<file path="config.mk">
export PLATFORM = sky130hd
export DESIGN_NAME = gcm_setup_unit
export DESIGN_NICKNAME = d
export VERILOG_FILES = /design/src/rtl/gcm_setup_pkg.sv /design/src/rtl/gcm_j0_former.sv /design/src/rtl/gcm_byte_tally.sv /design/src/rtl/gcm_len_pack.sv /design/src/rtl/gcm_setup_unit.sv
export SDC_FILE = /design/constraint.sdc
export NUM_CORES = 1
export LEC_CHECK = 0
export ABC_AREA = 1
export ABC_CLOCK_PERIOD_IN_PS = 2800
export BUFFER_PORTS_ARGS = -buffer_cell sky130_fd_sc_hd__buf_2
export CAP_MARGIN = 20
export CORE_UTILIZATION = 35
export DETAILED_ROUTE_END_ITERATION = 10
export SKIP_CTS_REPAIR_TIMING = 1
export SLEW_MARGIN = 40
export SYNTH_ARGS = -nofsm -noshare
export SYNTH_HDL_FRONTEND = slang
export SYNTH_SLANG_ARGS = --single-unit
export TNS_END_PERCENT = 30
</file>
<file path="constraint.sdc">
create_clock -name clk -period 2.8 [get_ports clk]
set_input_delay 0.14 -clock clk [delete_from_list [all_inputs] [get_ports clk]]
set_output_delay 0.14 -clock clk [all_outputs]
set_load 0.1 [all_outputs]
</file>
<file path="src/rtl/gcm_setup_pkg.sv">
package gcm_setup_pkg;
    localparam int BLK_W      = 128;
    localparam int WORD_W     = 32;
    localparam int NONCE_W    = 96;
    localparam int HALF_W     = 64;
    localparam int NONCE_OK   = 12;
    localparam int TAG_LO     = 12;
    localparam int TAG_HI     = 16;

    typedef logic [BLK_W-1:0] blk_t;

    typedef struct packed {
        logic [NONCE_W-1:0] fixed;
        logic [WORD_W-1:0]  count;
    } ctr_blk_t;

    typedef enum logic [1:0] {
        SES_IDLE = 2'd0,
        SES_RUN  = 2'd1,
        SES_DONE = 2'd2,
        SES_BAD  = 2'd3
    } ses_e;

    function automatic ctr_blk_t make_j0(input logic [NONCE_W-1:0] n);
        ctr_blk_t b;
        b.fixed = n;
        b.count = {{(WORD_W-1){1'b0}}, 1'b1};
        return b;
    endfunction

    function automatic ctr_blk_t bump_low(input ctr_blk_t b);
        ctr_blk_t r;
        r.fixed = b.fixed;
        r.count = b.count + {{(WORD_W-1){1'b0}}, 1'b1};
        return r;
    endfunction
endpackage

</file>
<file path="src/rtl/gcm_j0_former.sv">
module gcm_j0_former
    import gcm_setup_pkg::*;
#(
    parameter int LEN_W = 5,
    parameter int TAG_W = 5
) (
    input  logic               clk,
    input  logic               rst,
    input  logic               load,
    input  logic [LEN_W-1:0]   nonce_len,
    input  logic [NONCE_W-1:0] nonce,
    input  logic [TAG_W-1:0]   tag_len,
    output logic               accept,
    output blk_t               j0_blk,
    output blk_t               ctr_blk,
    output logic               ctr_valid,
    output logic               nonce_err,
    output logic               tag_err
);
    ctr_blk_t j0_q, ctr_q;
    ctr_blk_t j0_new;

    assign accept = load && (32'(nonce_len) == NONCE_OK);
    assign j0_new = make_j0(nonce);

    always_ff @(posedge clk) begin
        if (rst) begin
            j0_q      <= '0;
            ctr_q     <= '0;
            ctr_valid <= 1'b0;
            nonce_err <= 1'b0;
            tag_err   <= 1'b0;
        end else if (load) begin
            tag_err <= (32'(tag_len) < TAG_LO) || (32'(tag_len) > TAG_HI);
            if (accept) begin
                j0_q      <= j0_new;
                ctr_q     <= bump_low(j0_new);
                ctr_valid <= 1'b1;
                nonce_err <= 1'b0;
            end else begin
                j0_q      <= '0;
                ctr_q     <= '0;
                ctr_valid <= 1'b0;
                nonce_err <= 1'b1;
            end
        end
    end

    assign j0_blk  = j0_q;
    assign ctr_blk = ctr_q;

    p_j0_tail_r2: assert property (@(posedge clk) disable iff (rst)
        ctr_valid |-> (j0_blk[WORD_W-1:0] == 32'd1))
        else $error("j0 low word not 1");

    p_ctr_step_r3: assert property (@(posedge clk) disable iff (rst)
        ctr_valid |-> (ctr_blk[BLK_W-1:WORD_W] == j0_blk[BLK_W-1:WORD_W]
                       && ctr_blk[WORD_W-1:0] == j0_blk[WORD_W-1:0] + 32'd1))
        else $error("counter not j0+1");

    p_err_excl_r5: assert property (@(posedge clk) disable iff (rst)
        !(ctr_valid && nonce_err))
        else $error("counter valid with nonce error");
endmodule

</file>
<file path="src/rtl/gcm_byte_tally.sv">
module gcm_byte_tally #(
    parameter int CNT_W  = 61,
    parameter int BEAT_W = 5
) (
    input  logic              clk,
    input  logic              rst,
    input  logic              clr,
    input  logic              add_en,
    input  logic [BEAT_W-1:0] add_val,
    output logic [CNT_W-1:0]  cnt,
    output logic              ovf
);
    localparam logic [CNT_W-1:0] MAX_C = {CNT_W{1'b1}};

    logic [CNT_W:0] sum;
    assign sum = {1'b0, cnt} + (CNT_W+1)'(add_val);

    always_ff @(posedge clk) begin
        if (rst || clr) begin
            cnt <= '0;
            ovf <= 1'b0;
        end else if (add_en) begin
            if (sum[CNT_W]) begin
                cnt <= MAX_C;
                ovf <= 1'b1;
            end else begin
                cnt <= sum[CNT_W-1:0];
            end
        end
    end

    p_no_wrap_r10: assert property (@(posedge clk) disable iff (rst)
        ovf |-> (cnt == MAX_C))
        else $error("overflow flag without saturated count");

    p_monotone_r7: assert property (@(posedge clk) disable iff (rst)
        !clr |=> (cnt >= $past(cnt)))
        else $error("count decreased without clear");
endmodule

</file>
<file path="src/rtl/gcm_len_pack.sv">
module gcm_len_pack
    import gcm_setup_pkg::*;
#(
    parameter int CNT_W = 61
) (
    input  logic             clk,
    input  logic             rst,
    input  logic             clr,
    input  logic             take,
    input  logic [CNT_W-1:0] aad_cnt,
    input  logic [CNT_W-1:0] ct_cnt,
    output logic             len_valid,
    output blk_t             len_blk
);
    logic [HALF_W-1:0] aad_bits, ct_bits;
    assign aad_bits = HALF_W'(aad_cnt) << 3;
    assign ct_bits  = HALF_W'(ct_cnt) << 3;

    always_ff @(posedge clk) begin
        if (rst || clr) begin
            len_valid <= 1'b0;
            len_blk   <= '0;
        end else if (take) begin
            len_valid <= 1'b1;
            len_blk   <= {aad_bits, ct_bits};
        end
    end
endmodule

</file>
<file path="src/rtl/gcm_setup_unit.sv">
module gcm_setup_unit
    import gcm_setup_pkg::*;
#(
    parameter int CNT_W  = 61,
    parameter int BEAT_W = 5,
    parameter int LEN_W  = 5,
    parameter int TAG_W  = 5
) (
    input  logic               clk,
    input  logic               rst,
    input  logic               load,
    input  logic [LEN_W-1:0]   nonce_len,
    input  logic [95:0]        nonce,
    input  logic [TAG_W-1:0]   tag_len,
    input  logic               aad_valid,
    input  logic [BEAT_W-1:0]  aad_bytes,
    input  logic               ct_valid,
    input  logic [BEAT_W-1:0]  ct_bytes,
    input  logic               ct_prep,
    input  logic               finish,
    output logic [127:0]       j0_blk,
    output logic [127:0]       ctr_blk,
    output logic               ctr_valid,
    output logic               nonce_err,
    output logic               tag_err,
    output logic               len_valid,
    output logic [127:0]       len_blk,
    output logic               len_ovf
);
    localparam int N_CH = 2;

    ses_e ses_q;
    logic accept, running, take, count_ok;
    logic [N_CH-1:0]   ch_en, ch_ovf;
    logic [BEAT_W-1:0] ch_val [N_CH];
    logic [CNT_W-1:0]  ch_cnt [N_CH];

    gcm_j0_former #(.LEN_W(LEN_W), .TAG_W(TAG_W)) u_j0 (
        .clk(clk), .rst(rst), .load(load), .nonce_len(nonce_len),
        .nonce(nonce), .tag_len(tag_len), .accept(accept),
        .j0_blk(j0_blk), .ctr_blk(ctr_blk), .ctr_valid(ctr_valid),
        .nonce_err(nonce_err), .tag_err(tag_err)
    );

    always_ff @(posedge clk) begin
        if (rst) begin
            ses_q <= SES_IDLE;
        end else if (load) begin
            ses_q <= accept ? SES_RUN : SES_BAD;
        end else if (running && finish) begin
            ses_q <= SES_DONE;
        end
    end

    assign running  = (ses_q == SES_RUN);
    assign count_ok = running && !load && !finish;
    assign take     = running && finish && !load;

    assign ch_en[0]  = count_ok && aad_valid;
    assign ch_val[0] = aad_bytes;
    assign ch_en[1]  = count_ok && ct_valid && !ct_prep;
    assign ch_val[1] = ct_bytes;

    for (genvar g = 0; g < N_CH; g++) begin : g_tally
        gcm_byte_tally #(.CNT_W(CNT_W), .BEAT_W(BEAT_W)) u_tally (
            .clk(clk), .rst(rst), .clr(load), .add_en(ch_en[g]),
            .add_val(ch_val[g]), .cnt(ch_cnt[g]), .ovf(ch_ovf[g])
        );
    end

    assign len_ovf = |ch_ovf;

    gcm_len_pack #(.CNT_W(CNT_W)) u_pack (
        .clk(clk), .rst(rst), .clr(load), .take(take),
        .aad_cnt(ch_cnt[0]), .ct_cnt(ch_cnt[1]),
        .len_valid(len_valid), .len_blk(len_blk)
    );

    p_j0_hold_r4: assert property (@(posedge clk) disable iff (rst)
        (ctr_valid && !load) |=> ($stable(j0_blk) && $stable(ctr_blk)))
        else $error("j0 changed without load");

    p_len_hold_r9: assert property (@(posedge clk) disable iff (rst)
        (len_valid && !load) |=> (len_valid && $stable(len_blk)))
        else $error("length block changed after finish");

    p_no_len_bad_r5: assert property (@(posedge clk) disable iff (rst)
        nonce_err |-> !len_valid)
        else $error("length block after rejected nonce");

    p_load_clears_r11: assert property (@(posedge clk) disable iff (rst)
        load |=> (!len_valid && !len_ovf))
        else $error("load did not clear length state");
endmodule

</file>
Yosys cells after proc, flatten, opt, wreduce, memory -nomap -nowiden
Index checks and enable logic that the tools add are counted.

Logic and storage cells: 46. Register bits after elaboration: 508. Input bits: 123. Output and inout bits: 389.

Mux-type cells: 9. Eq/ne operators: 2. Reductions and logical operators: 17. Magnitude comparators: 2. Add/sub/neg operators: 2.

Operators by type and width (count): $mux 128 (2); $add 61x5->62 (2); $mux 61 (2); $logic_and 1x1->1 (8); $mux 2 (3); $eq 5x4->1 const B (1); $gt 5x5->1 const B (1); $lt 5x4->1 const B (1); $reduce_and 2->1 (2); $logic_not 1->1 (3); $eq 2x1->1 const B (1); $logic_or 1x1->1 (2); $mux 1 (2); $reduce_bool 2->1 (1); $reduce_or 2->1 (1).

Logic depth before layout (Yosys ltp)
Gate-level depths: netlist of the first run.

Depth after elaboration: 6. Depth in mapped cells: 14. Depth with buffers taken out: 14.

By module
Synthesis of the first run repeated with hierarchy kept, for this count alone.

Cell total of the unflattened synthesis: 2671. Area total of the unflattened synthesis: 18396.4 um^2.

Modules (own cells, without submodules): gcm_len_pack (cells each 782, area an instance 5049.8 um^2, instances 1, sequential area each 2462.4 um^2); gcm_j0_former (cells each 618, area an instance 4967.3 um^2, instances 1, sequential area each 1981.9 um^2); gcm_byte_tally (g_tally[1].u_tally) (cells each 632, area an instance 4175.3 um^2, instances 1, sequential area each 1241.2 um^2); gcm_byte_tally (g_tally[0].u_tally) (cells each 616, area an instance 4070.2 um^2, instances 1, sequential area each 1241.2 um^2); gcm_setup_unit (cells each 23, area an instance 133.9 um^2, instances 1, sequential area each 40.0 um^2).

Worst setup path after synthesis of the first run
Ideal clock, no wire load.

Path kind: reg-to-reg. Start point: reg g_tally[0].u_tally.cnt[0]. End point: reg g_tally[0].u_tally.cnt[56]. Path buffers: 0. Cell stages (with the launch flop): 13. Library setup time: 0.128 ns. Data arrival time: 1.750 ns. Setup slack: 0.923 ns. Data required time: 2.672 ns. Clock period less this slack: 1.877 ns. Path through: dfxtp_1 ha_1 inv_1 fa_1 nand3b_1 nand2_1 nand2_1 nand2_1 nand3_1 nor2_1 a21oi_1 nor2_1 nor2_1.

Word-level cells in the longest chain between the ends: 2.

Ends and longest elaborated chain: start, declared (RTL line gcm_byte_tally.sv:10) `output logic [CNT_W-1:0] cnt,`; start signal, assigned (RTL line gcm_byte_tally.sv:27) `cnt <= sum[CNT_W-1:0];`; $add 61x5->62 (RTL line gcm_byte_tally.sv:16) `assign sum = {1'b0, cnt} + (CNT_W+1)'(add_val);`; $mux 61 (RTL line gcm_byte_tally.sv:23) `if (sum[CNT_W]) begin`.

No other way between the ends. A chain may end at the register's enable or synchronous reset.

Worst setup path in the final report of the first run
Start point: reg g_tally[1].u_tally.cnt[0]. End point: reg g_tally[1].u_tally.cnt[40].

Word-level cells in the longest chain between the ends: 2.

Ends and longest elaborated chain (RTL line): start, declared (gcm_byte_tally.sv:10); start signal, assigned (gcm_byte_tally.sv:27); $add 61x5->62 (gcm_byte_tally.sv:16); $mux 61 (gcm_byte_tally.sv:23).

No other way between the ends.

==> flow_summary.rst, run 1 <==
.. list-table::
   :header-rows: 1

   * - Metric
     - Value
   * - Run status
     - finished with violations
   * - Failing checks
     - negative hold slack
   * - Clk Tree Root Cell
     - sky130_fd_sc_hd__clkbuf_16
   * - Proportion of synthesized chip area in sequential cells
     - 0.399
   * - Power Density
     - 551 nW/um2
   * - Setup skew after layout
     - approximately 0.022 ns
   * - Worst setup EP type
     - flop
   * - Beginning of the worst register-to-register path
     - g_tally[1].u_tally.cnt[0]
   * - Class of the worst hold path
     - primary input to flop
   * - Pre-Repair DR Iteration Count
     - 5
   * - Type of the setup path with the least slack
     - flop to flop
   * - Synth area leaders
     - sky130_fd_sc_hd__dfxtp_1 40%, sky130_fd_sc_hd__nand2_1 11%, sky130_fd_sc_hd__o21ai_0 7.4%, sky130_fd_sc_hd__buf_4 7.1%, sky130_fd_sc_hd__inv_1 7.0%
   * - Reg power frac
     - 0.422
   * - Antenna violations before repair
     - 2
   * - Wire length of the first global-routing pass
     - 87300 um
   * - Total number of H-tree levels
     - 2
   * - Routed vias/inst
     - approximately 4.8
   * - Portion of total power attributed to the clock network
     - 0.461
   * - Number of warning messages in the yosys log
     - 0
   * - Cells traversed along the worst timing path
     - ha_1, inv_1, fa_1, inv_1, nand2_1, nand3_2, nand2_1, nor2_1, nand2_1, o21ai_0, nand3_1, nand2_1, inv_1
   * - Largest buffer count on any clock path
     - 3
   * - Type of element launching the critical path
     - flop
   * - Arrival time at the worst endpoint
     - about 2.8 ns
   * - Remaining DRCs
     - 0
   * - Area occupied by registers
     - between 6000 and 7000 um2
   * - Total half-perimeter wirelength after legalization and detailed placement
     - 42700 um
   * - Overall Global Routing Usage
     - 0.219
   * - Number of sinks driven by the clock tree
     - 348
   * - Hold slack final
     - -0.00437 ns
   * - Area of the mapped netlist
     - 17500 um2
   * - Cell count after synthesis
     - roughly 2500
   * - Final worst path period need
     - 2.32 ns
   * - Worst Tran Pin Value
     - slightly above 0.8 ns
   * - Combinational group share of total power
     - 0.117
   * - Final count of hold timing violations
     - 1
   * - Final period utilization
     - 0.830
   * - Grt ovf
     - 0
   * - Origin of the worst setup path
     - g_tally[1].u_tally.cnt[0]
   * - Synthesized flop and latch total
     - between 300 and 400
   * - Final net count
     - approximately 3000
   * - Cell Int Power
     - 8510 uW
   * - Total negative setup slack
     - 0 ns
   * - Via count
     - approximately 17000
   * - Die X
     - approximately 230 um
   * - Worst supply voltage drop on vdd
     - approximately 0.38 mV
   * - F_max
     - 430 MHz
   * - Library cell with the largest summed area after synthesis
     - sky130_fd_sc_hd__dfxtp_1
   * - Count of max-cap constraint violations
     - 0
   * - Multi-input gate area in the final layout
     - between 7000 and 8000 um2
   * - Height of the die
     - 225 um
   * - Clock Latency Late Sink
     - 0.57 ns
   * - Most used DFF post-synth
     - sky130_fd_sc_hd__dfxtp_1
   * - Drt first-iter violations
     - around 1200
   * - Share of cells above drive strength 1
     - 0.208
   * - Filler cells
     - ~5000
   * - Hold Path Origin
     - nonce_len[0]
   * - Switching pwr
     - about 3400 uW
   * - CP delay by family, top
     - simple AND/OR/NAND/NOR gates
   * - CTS tree
     - done
   * - Largest net degree at the start of global routing
     - just under 200
   * - Number of enable-type register cells in the synthesized netlist
     - 0
   * - Max Slew Vio Count
     - 0
   * - Number of unique standard cell types used by synthesis
     - 47
   * - Cts bufs inserted
     - 40
   * - Ranking of synthesized cells by instance count
     - 515 x sky130_fd_sc_hd__nand2_1, 348 x sky130_fd_sc_hd__dfxtp_1, 326 x sky130_fd_sc_hd__inv_1, 299 x sky130_fd_sc_hd__nor2_1, 257 x sky130_fd_sc_hd__o21ai_0
   * - Routed Wire Length
     - 58700 um
   * - Share of synthesized registers carrying an async set or reset
     - 0
   * - Vias in the first global route
     - 15521
   * - Library cell contributing the largest single delay on the critical path
     - sky130_fd_sc_hd__fa_1
   * - Critical path fanouts, max
     - 6
   * - Top cell by count, worst path
     - sky130_fd_sc_hd__nand2_1
   * - Area added between synthesis and finish
     - 24.1%
   * - Unrepaired setup endpoints after global routing
     - no
   * - Core region area
     - approximately 50000 um2
   * - Buf/Inv on CP
     - 3
   * - Most instantiated library cell after synthesis
     - sky130_fd_sc_hd__nand2_1
   * - Endpoint required time on the critical path
     - 3.27 ns
   * - Overall power consumption
     - roughly 12000 uW
   * - Register clock-pin slew on the reported worst setup and hold paths
     - 0.06 ns
   * - Detail-routed net length per standard cell
     - ~16 um
   * - Util after Layout
     - 0.442
   * - Pre-CTS WS
     - 0.525 ns
   * - Cell row count
     - just over 80
   * - Die Outline Area
     - between 50000 and 60000 um2
   * - Mean area per synthesized cell
     - ~7 um2
   * - I/O Buffers
     - ~440
   * - Number of routed nets with antenna violations
     - 0
   * - Starting Density
     - 0.356
   * - Worst slew margin
     - 0.455
   * - Top-area cell type share of the netlist area
     - 0.399
   * - Largest stage delay on the critical path
     - ~0.40 ns
   * - Sw Ratio
     - 0.287
   * - Minimum setup slack in the final design
     - between 0.4 and 0.5 ns
   * - Setup-failing EPs final
     - 0
   * - Ports placed on the boundary
     - 512
   * - Final weighted congestion of routability-driven global placement
     - ~0.96
   * - Leak
     - ~0.011 uW
## kinds of logic (layout without fill, tap and decap cells)
kind of cell | Yosys count | in the layout | synth area share
and+or+nand+nor | 1101 | 1101 | 0.284
buffers and inverters | 589 | 965 | 0.168
AOI/OAI and AO/OA | 429 | 429 | 0.125
DFF | 348 | 348 | 0.399
xor gates and xnor gates | 30 | 30 | 0.0150
adders and majority gates | 12 | 12 | 0.00946
other | 1 | 69 | 0.000215
## cell type report
| cell class | instances | share of cell area |
|---|---|---|
| diodes | 1 | 0.000116 |
| clock buffers | 53 | 0.0522 |
| clock inverters | 20 | 0.0115 |
| inverters | 337 | 0.0586 |
| multi-input cells | 1640 | 0.362 |
| flip-flops and latches | 348 | 0.322 |
| well taps | 664 | 0.0384 |
| repair buffers | 555 | 0.156 |
## final timing paths
| check | end | slack (ns) | depth (start not counted) |
|---|---|---|---|
| min | u_j0.nonce_err | -0.004 | 4 |
| min reg2reg | g_tally[0].u_tally.ovf | 0.46 | 2 |
| max reg2reg | g_tally[1].u_tally.cnt[40] | 0.48 | 13 |
| max | g_tally[1].u_tally.cnt[40] | 0.48 | 13 |
## worst reg2reg max path: stages (launching register included)
cell	delay, ns
sky130_fd_sc_hd__dfxtp_1	0.35
sky130_fd_sc_hd__ha_1	0.17
sky130_fd_sc_hd__inv_1	0.05
sky130_fd_sc_hd__fa_1	0.40
sky130_fd_sc_hd__inv_1	0.09
sky130_fd_sc_hd__nand2_1	0.08
sky130_fd_sc_hd__nand3_2	0.14
sky130_fd_sc_hd__nand2_1	0.17
sky130_fd_sc_hd__nor2_1	0.29
sky130_fd_sc_hd__nand2_1	0.15
sky130_fd_sc_hd__o21ai_0	0.18
sky130_fd_sc_hd__nand3_1	0.09
sky130_fd_sc_hd__nand2_1	0.06
sky130_fd_sc_hd__inv_1	0.04
## metrics by stage
| step | area [um2] | std cells | hold WS, ns |
|---|---|---|---|
| after floorplan | 17700 | 2577 | 0.218 |
| after global placement | 19300 | 3446 | 0.383 |
| after detailed placement | 19300 | 3446 | 0.397 |
| after CTS | 20700 | 3519 | -0.219 |
| after global routing | 21700 | 3618 | 0.0128 |
| final | 21700 | 3618 | -0.00437 |
## flip-flops by register name, indices dropped and copies added, names as in the netlist
signal / flops
u_pack.len_blk: 122
u_j0.nonce_err: 1
u_j0.tag_err: 1
u_j0.ctr_blk: 96
ses_q: 2
g_tally.u_tally.ovf: 2
g_tally.u_tally.cnt: 122
u_pack.len_valid: 1
u_j0.j0_blk: 1
## cells in the final DEF (no fill, tap or decap), types with 8 or more instances in the layout
cell type,n
sky130_fd_sc_hd__conb_1,68
sky130_fd_sc_hd__a31oi_1,11
sky130_fd_sc_hd__nand3_2,8
sky130_fd_sc_hd__nand3_1,129
sky130_fd_sc_hd__dlygate4sd3_1,98
sky130_fd_sc_hd__inv_1,326
sky130_fd_sc_hd__nor3_1,20
sky130_fd_sc_hd__o21ai_0,257
sky130_fd_sc_hd__xor2_1,24
sky130_fd_sc_hd__ha_1,10
sky130_fd_sc_hd__buf_4,8
sky130_fd_sc_hd__dfxtp_1,348
sky130_fd_sc_hd__buf_2,443
sky130_fd_sc_hd__clkbuf_16,40
sky130_fd_sc_hd__nor2_4,15
sky130_fd_sc_hd__nor2_2,27
sky130_fd_sc_hd__a21oi_1,129
sky130_fd_sc_hd__nor2_1,298
sky130_fd_sc_hd__o21ai_1,24
sky130_fd_sc_hd__clkbuf_8,8
sky130_fd_sc_hd__nand4_1,48
sky130_fd_sc_hd__nand2_1,515
## power groups by stage
stage                     combinational, uW  sequential [uW]  clock (uW)
final                                  1390             5040        5510
after global routing                   1460             5040        5830
after CTS                              1290             5040        5660
after detailed placement               1280             5150           0
after global placement                 1280             5150           0
after floorplan                         742             5530           0
## metal layers
layer | part of all wire | routed length [um] | vias up | track usage
met5 | 0.00020 | 12 | - | 0
met4 | 0.029 | 1700 | 2 | 0.0766
met3 | 0.062 | 3630 | 105 | 0.0339
met2 | 0.47 | 27300 | 627 | 0.359
met1 | 0.44 | 26000 | 8077 | 0.291
li1 | - | - | 8544 | -
Power figures use the tool's default switching activity.
==> run 2, diff against run 1 <==
ABC_CLOCK_PERIOD_IN_PS = 2200   (was 2800)
clock period = 2.2 ns   (was 2.8 ns; I/O delays follow)
==> run 2 against run 1 <==
Effect of this change: the run now ends clean; sequential cell count unchanged; clock power up 24%; clock skew decreased by 0.0013 ns; critical endpoint is now g_tally[1].u_tally.cnt[26]; total power grew 26%; first-iteration DRC count is 8.0% lower; sequential power increased by 27%.
==> flow_summary.rst, run 2 (synthesized netlist as in run 1, its figures left out) <==
.. list-table::
   :header-rows: 1

   * - Metric
     - Value
   * - Run status
     - finished, final reports clean
   * - Switching pwr
     - around 4300 uW
   * - Share of cells above drive strength 1
     - 0.228
   * - Final count of hold timing violations
     - 0
   * - Routed Wire Length
     - between 60000 and 70000 um
   * - Routed vias/inst
     - 4.77
   * - Util after Layout
     - 0.454
   * - Drt first-iter violations
     - roughly 1100
   * - Antenna violations before repair
     - 2
   * - Arrival time at the worst endpoint
     - 2.53 ns
   * - F_max
     - ~480 MHz
   * - Clock Latency Late Sink
     - 0.57 ns
   * - Combinational group share of total power
     - 0.120
   * - Detail-routed net length per standard cell
     - approximately 17 um
   * - Pre-CTS WS
     - between 0.015 and 0.02 ns
   * - Die X
     - about 230 um
   * - Worst slew margin
     - 0.507
   * - Worst supply voltage drop on vdd
     - 0.464 mV
   * - Type of the setup path with the least slack
     - flop to flop
   * - Largest net degree at the start of global routing
     - ~100
   * - CP Capture Point
     - g_tally[1].u_tally.cnt[26]
   * - Total half-perimeter wirelength after legalization and detailed placement
     - 45500 um
   * - Die Outline Area
     - a little over 50000 um2
   * - Clk Tree Root Cell
     - sky130_fd_sc_hd__clkbuf_16
   * - Final worst path period need
     - approximately 2.1 ns
   * - Power Density
     - 675 nW/um2
   * - Most common library cell in the layout ignoring fill and taps
     - sky130_fd_sc_hd__nand2_1
   * - Register clock-pin slew on the reported worst setup and hold paths
     - ~0.06 ns
   * - Cell area after placement
     - approximately 20000 um2
   * - Wire length of the first global-routing pass
     - approximately 90000 um
   * - Remaining DRCs
     - 0
   * - Portion of total power attributed to the clock network
     - 0.453
   * - Filler cells
     - about 5000
   * - Top cell by count, worst path
     - sky130_fd_sc_hd__inv_1
   * - Total number of H-tree levels
     - 2
   * - Hold Path Origin
     - ct_bytes[0]
   * - Beginning of the worst register-to-register path
     - g_tally[1].u_tally.cnt[0]
   * - Commonest cells after routing, fill and taps aside
     - 514 x sky130_fd_sc_hd__nand2_1, 443 x sky130_fd_sc_hd__buf_2, 347 x sky130_fd_sc_hd__dfxtp_1, 326 x sky130_fd_sc_hd__inv_1, 292 x sky130_fd_sc_hd__nor2_1
   * - Pre-Repair DR Iteration Count
     - 6
   * - Grt ovf
     - 0
   * - Register-to-Register Path Depth
     - 13
   * - Largest stage delay on the critical path
     - roughly 0.34 ns
   * - Vias in the first global route
     - roughly 16000
   * - Minimum setup slack in the final design
     - around 0.13 ns
   * - Cell Int Power
     - roughly 11000 uW
   * - Core region area
     - about 49000 um2
   * - Cell row count
     - 81
   * - Type of element launching the critical path
     - flop
   * - Worst Tran Pin Value
     - around 0.74 ns
   * - Count of max-cap constraint violations
     - 0
   * - Area added between synthesis and finish
     - 27.5%
   * - Number of routed nets with antenna violations
     - 0
   * - Sw Ratio
     - 0.283
   * - Final weighted congestion of routability-driven global placement
     - roughly 0.96
   * - Critical path fanouts, max
     - 6
   * - Worst setup slack for register-to-register paths
     - ~0.13 ns
   * - Overall Global Routing Usage
     - 0.229
   * - Cts bufs inserted
     - 40
   * - Class of the worst hold path
     - primary input to flop
   * - Leak
     - between 0.01 and 0.015 uW
   * - Total negative setup slack
     - 0 ns
   * - Library cell contributing the largest single delay on the critical path
     - sky130_fd_sc_hd__dfxtp_1
   * - Endpoint required time on the critical path
     - 2.66 ns
   * - I/O Buffers
     - 443
   * - Max Slew Vio Count
     - 0
   * - Number of sinks driven by the clock tree
     - between 300 and 400
   * - Largest buffer count on any clock path
     - 3
   * - Height of the die
     - between 200 and 250 um
   * - Reg power frac
     - 0.427
   * - Setup skew after layout
     - approximately 0.021 ns
   * - Final Instance Area
     - 22300 um2
   * - Origin of the worst setup path
     - g_tally[1].u_tally.cnt[0]
   * - Setup-failing EPs final
     - 0
   * - Final period utilization
     - 0.943
   * - Reg2reg end
     - g_tally[1].u_tally.cnt[26]
   * - Via count
     - about 18000
   * - CTS tree
     - done
   * - Worst setup EP type
     - flop
   * - Cells traversed along the worst timing path
     - ha_1, inv_1, fa_2, inv_1, nand2_1, nand3_4, nand3_2, nor2_2, inv_1, nand2_1, nand2_1, o21ai_1, inv_1
   * - Starting Density
     - 0.356
   * - Final net count
     - between 3000 and 4000
   * - Ports placed on the boundary
     - just over 500
   * - Unrepaired setup endpoints after global routing
     - yes
-- run 2: metal layers --
metal / track usage / up-vias / routed length [um]
met5: 0 / - / 17
met4: 0.0750 / 2 / 1770
met3: 0.0365 / 94 / 3750
met2: 0.374 / 647 / 28400
met1: 0.306 / 8125 / 27200
li1: - / 8685 / -
-- run 2: per-stage QoR --
stage,total power (uW),cells,hold slack (ns)
6_report,15000,3683,0.0108
5_1_grt,15500,3683,0.0135
3_3_place_gp,8200,3507,0.355
2_1_floorplan,7980,2577,0.188
4_1_cts,15100,3578,-0.246
3_5_place_dp,8210,3507,0.363
-- run 2: cell type report --
cell class	instances	area (um2)	area share
multi-input combinational	1640	7950	0.357
antenna	1	2.50	0.000112
sequential	348	6970	0.313
inverter	337	1270	0.0569
tap	664	831	0.0373
clock inverter	13	165	0.00742
timing repair buffer	622	3910	0.176
clock buffer	58	1170	0.0526
-- run 2: power by group through the flow --
stage / registers [uW] / logic [uW] / clock network, uW
5_1_grt: 6420 / 1880 / 7240
6_report: 6410 / 1800 / 6820
3_3_place_gp: 6550 / 1650 / 0
4_1_cts: 6410 / 1660 / 7020
3_5_place_dp: 6550 / 1660 / 0
2_1_floorplan: 7040 / 945 / 0
-- run 2: worst min path at each step --
| stage | cells after the start | slack, ns | end |
|---|---|---|---|
| floorplan | 1 | 0.19 | ses_q[0] |
| global placement | 3 | 0.35 | u_j0.ctr_blk[90] |
| detailed placement | 3 | 0.36 | u_j0.ctr_blk[90] |
| CTS | 3 | -0.25 | u_j0.ctr_blk[112] |
| global route | 4 | 0.01 | g_tally[1].u_tally.cnt[0] |
| finish | 4 | 0.01 | g_tally[1].u_tally.cnt[0] |
-- run 2: critical path, delay by kind of cell, from the launching register on --
family | cells | cell delay, ns
DFF | 1 | 0.34
and+or+nand+nor | 6 | 0.73
AOI/OAI and AO/OA | 1 | 0.13
adders and majority gates | 2 | 0.51
buffers and inverters | 4 | 0.26
